### config.mk
export PLATFORM = sky130hd
export DESIGN_NAME = prt_timer
export DESIGN_NICKNAME = d
export VERILOG_FILES = /design/src/rtl/prt_timer.sv
export SDC_FILE = /design/constraint.sdc
export NUM_CORES = 1
export LEC_CHECK = 0
export BUFFER_PORTS_ARGS = -buffer_cell sky130_fd_sc_hd__buf_4
export CAP_MARGIN = 5
export CORE_AREA = 2 2 120 87
export CTS_BUF_LIST = sky130_fd_sc_hd__clkbuf_8
export CTS_CLUSTER_DIAMETER = 80
export DETAILED_ROUTE_END_ITERATION = 7
export DIE_AREA = 0 0 122 89
export PLACE_DENSITY = 0.47
export SLEW_MARGIN = 30
export SYNTH_ARGS = -nofsm -noshare
export SYNTH_HDL_FRONTEND = slang
export SYNTH_SLANG_ARGS = --single-unit
### constraint.sdc
create_clock -name clk -period 3.8 [get_ports clk]
set_input_delay 0.38 -clock clk [delete_from_list [all_inputs] [get_ports clk]]
set_output_delay 0.38 -clock clk [all_outputs]
set_load 0.005 [all_outputs]
### src/rtl/prt_timer.sv
module prt_timer #(
  parameter int PRE_DIV = 20,
  parameter logic [7:0] VEC_OFS = 8'h04
) (
  input  logic       clk,
  input  logic       rst_n,
  input  logic       sel,
  input  logic       wr,
  input  logic       rd,
  input  logic [2:0] addr,
  input  logic [7:0] wdata,
  output logic [7:0] rdata,
  output logic       irq,
  output logic [7:0] vec_ofs
);
  localparam int PW = (PRE_DIV > 1) ? $clog2(PRE_DIV) : 1;
  localparam logic [2:0] A_CLO = 3'd0, A_CHI = 3'd1, A_RLO = 3'd2, A_RHI = 3'd3, A_CSR = 3'd4;

  logic [15:0]   cnt, rld;
  logic [PW-1:0] pre;
  logic          run, ie, flag, armed;

  wire wr_en   = sel & wr;
  wire rd_en   = sel & rd;
  wire cnt_wr  = wr_en & (addr == A_CLO | addr == A_CHI);
  wire tick    = run & (pre == PW'(PRE_DIV - 1));
  wire f_set   = tick & ~cnt_wr & (cnt == 16'd1);
  wire f_clr   = rd_en & (addr == A_CLO) & armed;

  always_ff @(posedge clk) begin
    if (!rst_n)        pre <= '0;
    else if (!run || tick) pre <= '0;
    else               pre <= pre + 1'b1;
  end

  always_ff @(posedge clk) begin
    if (!rst_n) begin
      cnt <= 16'hFFFF;
    end else if (cnt_wr) begin
      if (addr == A_CLO) cnt[7:0]  <= wdata;
      else               cnt[15:8] <= wdata;
    end else if (tick) begin
      cnt <= (cnt == 16'd0) ? rld : cnt - 16'd1;
    end
  end

  always_ff @(posedge clk) begin
    if (!rst_n) begin
      rld <= 16'hFFFF;
      run <= 1'b0;
      ie  <= 1'b0;
    end else if (wr_en) begin
      case (addr)
        A_RLO: rld[7:0]  <= wdata;
        A_RHI: rld[15:8] <= wdata;
        A_CSR: begin run <= wdata[0]; ie <= wdata[4]; end
        default: ;
      endcase
    end
  end

  always_ff @(posedge clk) begin
    if (!rst_n) begin
      flag  <= 1'b0;
      armed <= 1'b0;
    end else begin
      flag <= f_set | (flag & ~f_clr);
      if (f_clr)                                   armed <= 1'b0;
      else if (rd_en && addr == A_CSR && flag)     armed <= 1'b1;
    end
  end

  always_comb begin
    case (addr)
      A_CLO:   rdata = cnt[7:0];
      A_CHI:   rdata = cnt[15:8];
      A_RLO:   rdata = rld[7:0];
      A_RHI:   rdata = rld[15:8];
      A_CSR:   rdata = {1'b0, flag, 1'b0, ie, 3'b000, run};
      default: rdata = 8'h00;
    endcase
  end

  assign irq     = flag & ie;
  assign vec_ofs = VEC_OFS;
endmodule

==> results of run 1 <==
-- layout make-up --
class / instances / area [um2] / area share
clock inverters: 2 / 33.8 / 0.0116
flip-flops and latches: 41 / 821 / 0.282
repair buffers: 27 / 203 / 0.0696
clock buffers: 6 / 82.6 / 0.0284
well taps: 128 / 160 / 0.0550
multi-input cells: 267 / 1600 / 0.549
inverters: 4 / 15.0 / 0.00515
-- cells in the final DEF, fill, tap and decap left out, types with 3 or more instances in the layout --
master	count
o2111ai_1	3
a31oi_1	8
mux2i_1	6
dfxtp_1	41
a21oi_1	8
o31ai_1	3
conb_1	8
nand4_1	6
and3_1	6
a211oi_1	3
mux4_2	5
clkbuf_8	6
buf_4	27
o211ai_1	5
nand2_1	59
inv_1	5
ha_1	4
nand3_1	26
a22oi_1	5
o21ai_0	18
nor2_1	28
xnor2_1	6
nor2b_1	9
o21ai_1	12
nor4_1	3
-- worst max path at each step --
stage,depth (start not counted),startpoint,slack [ns],to
2_1_floorplan,7,addr[0],1.79,rdata[6]
3_3_place_gp,7,addr[1],1.18,cnt[10]$_SDFFE_PN1P_
3_5_place_dp,7,addr[2],1.08,cnt[10]$_SDFFE_PN1P_
4_1_cts,7,addr[2],1.38,cnt[10]$_SDFFE_PN1P_
5_1_grt,4,cnt[3]$_SDFFE_PN1P_,1.05,cnt[10]$_SDFFE_PN1P_
6_report,7,addr[2],1.32,cnt[10]$_SDFFE_PN1P_
-- worst reg2reg max path, cell delays in order (launching register included) --
cell and delay, ns:
dfxtp_1 0.40, nor4_1 0.73, nand4_1 0.47, nand2_1 0.31
o21ai_1 0.11, a31oi_1 0.16, o21ai_1 0.08
-- where the power goes --
| group | total (mW) | internal (mW) | leakage, nW | switching [mW] |
|---|---|---|---|---|
| sequential | 0.449 | 0.436 | 0.333 | 0.0124 |
| combinational | 0.0967 | 0.0410 | 0.702 | 0.0557 |
| clock | 0.379 | 0.212 | 0.0626 | 0.167 |
-- per-stage QoR --
stage	hold WS (ns)	instances	power (mW)	utilization
6_report	0.345	475	0.925	0.304
5_1_grt	0.341	475	0.958	0.304
4_1_cts	0.335	475	0.927	0.304
3_5_place_dp	0.445	467	0.554	0.292
2_1_floorplan	0.418	341	0.513	-
3_3_place_gp	0.437	467	0.555	0.292
-- flip-flops by register name (all words and copies together), names as in the netlist --
name,count
cnt,16
run,1
rld,16
armed,1
flag,1
ie,1
pre,5
-- logic make-up after synthesis --
logic type                 Yosys count
xor gates and xnor gates             8
and+or+nand+nor                    157
DFF                                 41
other                                2
AOI/OAI and AO/OA                   77
adders and majority gates            4
buffers and inverters               33
muxes                               13
-- routing by layer --
metal,up-vias,routed length (um),global-route usage
li1,1214,-,-
met1,1175,4250,0.256
met2,131,3190,0.212
met3,12,957,0.0466
met4,0,123,0.0376
met5,-,0,0
==> reports/summary.txt, run 1 <==
status: finished, final reports clean
fin area: 0.00291 mm2
Ant. Diodes: 0
Die H: 89 um
r2r setup slk: 1.42 ns
critical path cell sequence: buf_4 -> nand4bb_1 -> and3_1 -> nor2_1 -> nand2_1 -> a22oi_1 -> o2111ai_1
final hold violations: 0
RSZ-0062 raised after global routing: no
EDFF count, synth: 0
vias: 2,532
Ports: 33
FF+latch count, synth: 41
die area: 0.0109 mm2
clock sinks: 41
number of global-route vias before repair: 2,355
Crit Reg-Reg Endpoint: cnt[7]$_SDFFE_PN1P_
CTS tree: yes
Area Overhead vs Synth: 13.9%
reg2reg path depth: 6
Critical Path Max Stage Delay: 0.63 ns
post-place instance area: 0.00280 mm2
Worst Hold Path EP: rld[9]$_SDFFE_PN1P_
CTS clk-pin slew, worst paths: 0.09 ns
adder-cell share of the synthesized area: 0.0196
core area: 0.00957 mm2
CTS H-Tree Depth: 2
Slew Viols, Final: 0
Synth cell types: 52
final-stage net count: 366
worst-path fanout max: 16
initial core utilization: 0.267
Setup TNS Final: 0 ns
grt ovf: 0
cell with the most instances after synthesis: nand2_1
Crit Path Category: in2reg
Die X: 122 um
pwr dens: 317 mW/mm2
skew final: 0.00760 ns
Setup Viol. Count Final: 0
largest family of logic cells by synthesized area: simple AND/OR/NAND/NOR gates
First-pass DRT Iterations: 5
max_cap viols: 0
Bufs and invs on worst path: 1
Post-synth top cells: 59 x nand2_1, 41 x dfxtp_1, 28 x nor2_1
register area share after synthesis: 0.321
DRC Markers: 0
VDD IR max: 0.141 mV
slew at the pin closest to its max-slew limit: 0.786 ns
Synth area leader: dfxtp_1
final worst-path setup slack: 1.32 ns
final critical-path required period: 2.48 ns
fill count: 1,042
Tcrit/Tclk final: 0.652
post-synthesis simple-gate area fraction: 0.299
maximum root-to-sink buffer count: 2
Synth warnings: 0
Routed Antenna Nets: 0
FMAX: 404 MHz
Hold Crit Start: wdata[1]
CP delay by family, top: simple AND/OR/NAND/NOR gates
average instance area after synthesis: 7.63 um2
post-synthesis cell area: 0.00256 mm2
XOR/XNOR Fraction of Synth Area: 0.0274
global-route wire length before repair: 13.3 mm
Async S/R FF share, synth: 0
Clk Latency, worst-skew pair: 0.30 ns
cts repair resizes: 0
Synth top area share: 0.321
detailed-route wire length: 8.53 mm
gpl congestion: 0.922
data arrival time of the critical path: 2.63 ns
dpl ws: 1.08 ns
num rows: 30
largest net degree at the start of global routing: 44
Worst Hold Depth: 3
Worst setup EP type: register
CTS Buf Count: 5
Worst Hold Class: in2reg
dominant synthesized flop cell: dfxtp_1
complex-gate fraction of the synthesized area: 0.189
initial antenna violation count: 0
critical path's slowest cell: nand4bb_1
WP data required: 3.96 ns
drt via density: 5.33
I/O Buffers: 24
drt wl/cell: 17.9 um
Area contributors post-synth: dfxtp_1 32%, nand2_1 8.7%, nand3_1 5.1%, mux4_2 4.4%, nor2_1 4.1%
Slew headroom: 0.471
post-synthesis mux area share: 0.0764
leakage: 1.10 nW
reg2reg start: cnt[3]$_SDFFE_PN1P_
total track usage: 0.163
cells after synthesis: 335
DR iter-0 viols: 242
postcts setup bufs: 0
dpl hpwl: 6.36 mm
Root Buffer: clkbuf_8
layout cell share with drive strength beyond 1: 0.130
CP Launch Type: primary input
hold buffer count at CTS: 0
Power figures use the tool's default switching activity.
==> run 2, diff against run 1 <==
--- a/config.mk
+++ b/config.mk
@@ -5,14 +5,15 @@
 export SDC_FILE = /design/constraint.sdc
 export NUM_CORES = 1
 export LEC_CHECK = 0
+export ABC_AREA = 1
 export BUFFER_PORTS_ARGS = -buffer_cell sky130_fd_sc_hd__buf_4
 export CAP_MARGIN = 5
-export CORE_AREA = 2 2 120 87
+export CORE_AREA = 2 2 128 92
 export CTS_BUF_LIST = sky130_fd_sc_hd__clkbuf_8
 export CTS_CLUSTER_DIAMETER = 80
 export DETAILED_ROUTE_END_ITERATION = 7
-export DIE_AREA = 0 0 122 89
-export PLACE_DENSITY = 0.47
+export DIE_AREA = 0 0 130 94
+export PLACE_DENSITY = 0.48
 export SLEW_MARGIN = 30
 export SYNTH_ARGS = -nofsm -noshare
 export SYNTH_HDL_FRONTEND = slang
==> constraint.sdc (replaced) <==
create_clock -name clk -period 2 [get_ports clk]
set_input_delay 0.2 -clock clk [delete_from_list [all_inputs] [get_ports clk]]
set_output_delay 0.2 -clock clk [all_outputs]
set_load 0.005 [all_outputs]
==> reports/summary.txt, run 2 <==
status: finished, final reports clean
total track usage: 0.153
I/O Buffers: 24
dominant synthesized flop cell: dfxtp_1
Slew headroom: 0.611
Worst Hold Depth: 3
Worst Hold Path EP: rld[10]$_SDFFE_PN1P_
Internal: 1.29 mW
number of global-route vias before repair: 2,717
fin area: 0.00332 mm2
post-place instance area: 0.00321 mm2
fill count: 1,244
global-route wire length before repair: 14.3 mm
CTS clk-pin slew, worst paths: 0.09 ns
WP data required: 2.20 ns
r2r setup slk: 0.20 ns
RSZ-0062 raised after global routing: no
final-stage net count: 498
layout cell share with drive strength beyond 1: 0.157
Hold Crit Start: wdata[2]
DRC Markers: 0
VDD IR max: 0.275 mV
Ant. Diodes: 0
final critical-path required period: 1.80 ns
leakage: 1.70 nW
CP Launch Type: register
register area share after synthesis: 0.282
grt ovf: 0
cts repair resizes: 0
register share of total power: 0.479
reg2reg path depth: 11
drt wl/cell: 13.9 um
die area: 0.0122 mm2
Synth top area share: 0.282
slew at the pin closest to its max-slew limit: 0.580 ns
initial core utilization: 0.266
net switching power: 480 uW
Slew Viols, Final: 0
hold buffer count at CTS: 0
Async S/R FF share, synth: 0
data arrival time of the critical path: 2.00 ns
largest net degree at the start of global routing: 29
drt via density: 4.62
gpl congestion: 0.905
pwr dens: 533 mW/mm2
switching share of power: 0.271
Synth area leader: dfxtp_1
Inst Count DP: 624
Worst Hold Class: in2reg
CTS Buf Count: 5
Synth warnings: 0
First-pass DRT Iterations: 5
cell with the most instances after synthesis: nand2_1
power share of the combinational group: 0.122
Worst setup EP type: register
commonest non-fill, non-tap cell in the layout: nand2_1
cells after synthesis: 454
Routed Antenna Nets: 0
Ports: 33
max_cap viols: 0
FF+latch count, synth: 41
Root Buffer: clkbuf_8
FMAX: 556 MHz
Crit Path Category: reg2reg
Die H: 94 um
post-synthesis cell area: 0.00291 mm2
Clk Latency, worst-skew pair: 0.31 ns
Die X: 130 um
commonest cells after routing, fill and taps aside: 156 x nand2_1, 62 x inv_1, 53 x nand3_1
CTS H-Tree Depth: 2
Post-synth top cells: 156 x nand2_1, 61 x inv_1, 53 x nand3_1
clock share of power: 0.399
CTS tree: yes
worst-path fanout max: 17
Area contributors post-synth: dfxtp_1 28%, nand2_1 20%, nand3_1 9.1%, inv_1 7.9%, nand3_2 3.8%
vias: 2,920
EDFF count, synth: 0
total power: 1.77 mW
final hold violations: 0
Setup TNS Final: 0 ns
dpl hpwl: 6.82 mm
detailed-route wire length: 8.76 mm
Critical path origin: cnt[0]$_SDFFE_PN1P_
Synth cell types: 35
clock sinks: 41
average instance area after synthesis: 6.41 um2
initial antenna violation count: 0
maximum root-to-sink buffer count: 2
Area Overhead vs Synth: 14.0%
final cell count without fillers: 632
core area: 0.0109 mm2
reg2reg start: cnt[0]$_SDFFE_PN1P_
postcts setup bufs: 0
Tcrit/Tclk final: 0.899
Largest regs: cnt (16), rld (16), pre (5)
num rows: 32
skew final: 0.0125 ns
DR iter-0 viols: 189
Setup Viol. Count Final: 0
Crit Reg-Reg Endpoint: cnt[6]$_SDFFE_PN1P_
==> run 2: changes by cell type in the layout (fill, tap and decap cells not counted), sizes merged, moves of 5 or more <==
cell	delta
nand3	+39
a22oi	-5
and3	-6
nand2	+106
mux2i	-6
a31oi	-7
o211ai	+7
o21ai	-12
buf	+6
mux4	-5
nor2b	-9
inv	+59
==> run 2: layout make-up <==
| cell class | instances | area, um2 | area share |
|---|---|---|---|
| clock buffers | 5 | 68.8 | 0.0207 |
| clock inverters | 3 | 42.5 | 0.0128 |
| inverters | 64 | 240 | 0.0724 |
| multi-input cells | 333 | 1710 | 0.514 |
| flip-flops and latches | 41 | 821 | 0.247 |
| well taps | 153 | 191 | 0.0577 |
| repair buffers | 33 | 248 | 0.0747 |
==> run 2: power by group through the flow <==
| stage | Clock [mW] | Combinational [mW] | Sequential, mW |
|---|---|---|---|
| floorplan | 0 | 0.132 | 0.860 |
| global placement | 0 | 0.216 | 0.865 |
| detailed placement | 0 | 0.216 | 0.866 |
| CTS | 0.728 | 0.216 | 0.846 |
| global route | 0.763 | 0.243 | 0.849 |
| finish | 0.706 | 0.216 | 0.847 |
==> run 2: routing by layer <==
| layer | wire (um) | share of wire | track usage | up-vias |
|---|---|---|---|---|
| met2 | 3520 | 0.40 | 0.216 | 77 |
| met1 | 4650 | 0.53 | 0.235 | 1353 |
| li1 | - | - | - | 1482 |
| met4 | 92 | 0.011 | 0.0367 | 0 |
| met3 | 490 | 0.056 | 0.0308 | 8 |
| met5 | 0 | 0 | 0 | - |
==> run 2: kinds of logic after synthesis <==
group,synth area share
XOR/XNOR,0.00602
other,0.00258
adder cells (fa/ha/maj),0.0172
AND/OR/NAND/NOR,0.454
AO/OA/AOI/OAI,0.0985
buffers and inverters,0.140
flip-flops,0.282
==> run 2: how the worst max path moves through the flow <==
stage | cells after the start | endpoint
after floorplan | 11 | cnt[5]$_SDFFE_PN1P_
after global placement | 11 | cnt[6]$_SDFFE_PN1P_
after detailed placement | 11 | cnt[6]$_SDFFE_PN1P_
after CTS | 11 | cnt[6]$_SDFFE_PN1P_
after global routing | 11 | cnt[6]$_SDFFE_PN1P_
final | 11 | cnt[6]$_SDFFE_PN1P_
==> run 2: worst max-delay path: stages (launching register included) <==
cell and delay, ns:
dfxtp_1 0.38, inv_1 0.16, ha_1 0.19, nand2_2 0.09, nor2_8 0.27, nand2_4 0.22, nand2_1 0.13, nand2_1 0.05
nand2_1 0.05, nand2_1 0.05, nand2_1 0.05, nand2_1 0.05
==> run 2: stage by stage <==
step	utilization	setup WS, ns	hold slack, ns
floorplan	-	0.521	0.326
global placement	0.293	0.304	0.431
detailed placement	0.293	0.238	0.440
CTS	0.303	0.228	0.114
global route	0.303	0.0628	0.115
finish	0.303	0.203	0.119
==> run 3, diff against run 2 <==
--- a/config.mk
+++ b/config.mk
@@ -5,14 +5,13 @@
 export SDC_FILE = /design/constraint.sdc
 export NUM_CORES = 1
 export LEC_CHECK = 0
-export ABC_AREA = 1
 export BUFFER_PORTS_ARGS = -buffer_cell sky130_fd_sc_hd__buf_4
 export CAP_MARGIN = 5
-export CORE_AREA = 2 2 128 92
+export CORE_AREA = 2 2 120 87
 export CTS_BUF_LIST = sky130_fd_sc_hd__clkbuf_8
 export CTS_CLUSTER_DIAMETER = 80
 export DETAILED_ROUTE_END_ITERATION = 7
-export DIE_AREA = 0 0 130 94
+export DIE_AREA = 0 0 122 89
 export PLACE_DENSITY = 0.48
 export SLEW_MARGIN = 30
 export SYNTH_ARGS = -nofsm -noshare
==> reports/summary.txt, run 3 (synthesis gave the netlist of run 1 again) <==
status: finished, final reports clean
final hold violations: 0
Worst setup EP type: register
initial antenna violation count: 0
global-route wire length before repair: 14.0 mm
Clk Latency, worst-skew pair: 0.29 ns
hold buffer count at CTS: 0
Crit Path Category: reg2reg
CTS clk-pin slew, worst paths: 0.09 ns
FMAX: 525 MHz
CTS H-Tree Depth: 2
CP Launch Type: register
Root Buffer: clkbuf_8
CTS Buf Count: 5
leakage: 1.25 nW
num rows: 30
fin area: 0.00319 mm2
Routed Antenna Nets: 0
Die X: 122 um
WP data required: 2.18 ns
initial core utilization: 0.267
data arrival time of the critical path: 2.09 ns
detailed-route wire length: 8.94 mm
Area Overhead vs Synth: 24.6%
final cell count without fillers: 509
post-place instance area: 0.00304 mm2
drt via density: 5.29
max_cap viols: 0
layout cell share with drive strength beyond 1: 0.231
worst-path fanout max: 6
r2r setup slk: 0.09 ns
Ports: 33
dpl hpwl: 6.83 mm
Slew Viols, Final: 0
DR iter-0 viols: 218
RSZ-0062 raised after global routing: yes
grt ovf: 0
pwr dens: 525 mW/mm2
number of global-route vias before repair: 2,461
Tcrit/Tclk final: 0.953
CTS tree: yes
Worst Hold Class: in2reg
Ant. Diodes: 0
gpl congestion: 0.877
Largest regs: cnt (16), rld (16), pre (5)
commonest cells after routing, fill and taps aside: 61 x buf_4, 56 x nand2_1, 41 x dfxtp_1
maximum root-to-sink buffer count: 2
clock sinks: 41
commonest non-fill, non-tap cell in the layout: buf_4
Die H: 89 um
final-stage net count: 400
drt wl/cell: 17.6 um
final critical-path required period: 1.91 ns
largest net degree at the start of global routing: 36
fill count: 1,038
die area: 0.0109 mm2
Setup Viol. Count Final: 0
VDD IR max: 0.279 mV
total track usage: 0.171
Inst Count DP: 500
I/O Buffers: 24
DRC Markers: 0
skew final: 0.00734 ns
First-pass DRT Iterations: 5
core area: 0.00957 mm2
vias: 2,692
[run 3: cell count changes in the layout (fill, tap and decap cells not counted), moves of 6 or more]
cell,delta
a31oi_1,+7
and3_1,+6
buf_4,+28
inv_1,-58
mux2i_1,+6
nand2_1,-100
nand3_1,-28
nand3_2,-10
nor2b_1,+9
o211ai_1,-7
o21ai_1,+9
[run 3: worst max-delay path, stage by stage, from the launching register on]
cell and delay (ns):
dfxtp_1 0.32, or4_4 0.56, or3_4 0.38, o31ai_1 0.22, o21ai_1 0.10, o211ai_1 0.10, nand4_1 0.11
[run 3: metal layers]
layer,up-vias,track usage,share of wire
met4,0,0.0397,0.0068
met1,1271,0.261,0.49
met2,136,0.242,0.41
met5,-,0,0
li1,1279,-,-
met3,6,0.0389,0.092
[run 3: final cells by class]
class / instances / area (um2) / area share
Timing Repair Buffer: 61 / 458 / 0.144
Inverter: 4 / 15.0 / 0.00471
Sequential cell: 41 / 821 / 0.258
Multi-Input combinational cell: 267 / 1630 / 0.512
Clock inverter: 1 / 5.00 / 0.00157
Clock buffer: 7 / 96.3 / 0.0302
Tap cell: 128 / 160 / 0.0503
[run 3: final timing paths]
kind,from,depth (start not counted),endpoint
worst max-delay path,cnt[4]$_SDFFE_PN1P_,6,cnt[11]$_SDFFE_PN1P_
worst min-delay path,wdata[7],3,rld[15]$_SDFFE_PN1P_
worst max register to register,cnt[4]$_SDFFE_PN1P_,6,cnt[11]$_SDFFE_PN1P_
worst min register to register,pre[0]$_SDFF_PP0_,1,pre[0]$_SDFF_PP0_
[run 3: report_power, final]
part	switching [mW]	internal [mW]	total, mW	leakage, nW
Clock	0.306	0.313	0.619	0.0542
Combinational	0.119	0.0930	0.212	0.863
Sequential	0.0129	0.829	0.842	0.333
[run 3: stage by stage]
step / utilization / power [mW] / TNS (ns) / hold slack, ns / setup WS (ns)
3_3_place_gp: 0.318 / 1.07 / 0 / 0.433 / 0.0666
3_5_place_dp: 0.318 / 1.07 / 0 / 0.441 / 0.0909
6_report: 0.333 / 1.67 / 0 / 0.161 / 0.0941
2_1_floorplan: - / 0.974 / 0 / 0.318 / 0.0250
4_1_cts: 0.328 / 1.68 / 0 / 0.154 / 0.0710
5_1_grt: 0.333 / 1.74 / -0.00806 / 0.157 / -0.00451
[run 3: timing repair]
| item | 4_1_cts | 5_1_grt |
|---|---|---|
| gates resized for setup | 0 | 10 |
| buffers inserted | 0 | 1 |
| endpoints found under the hold margin | 0 | 0 |
| setup endpoints to repair | 0 | 13 |
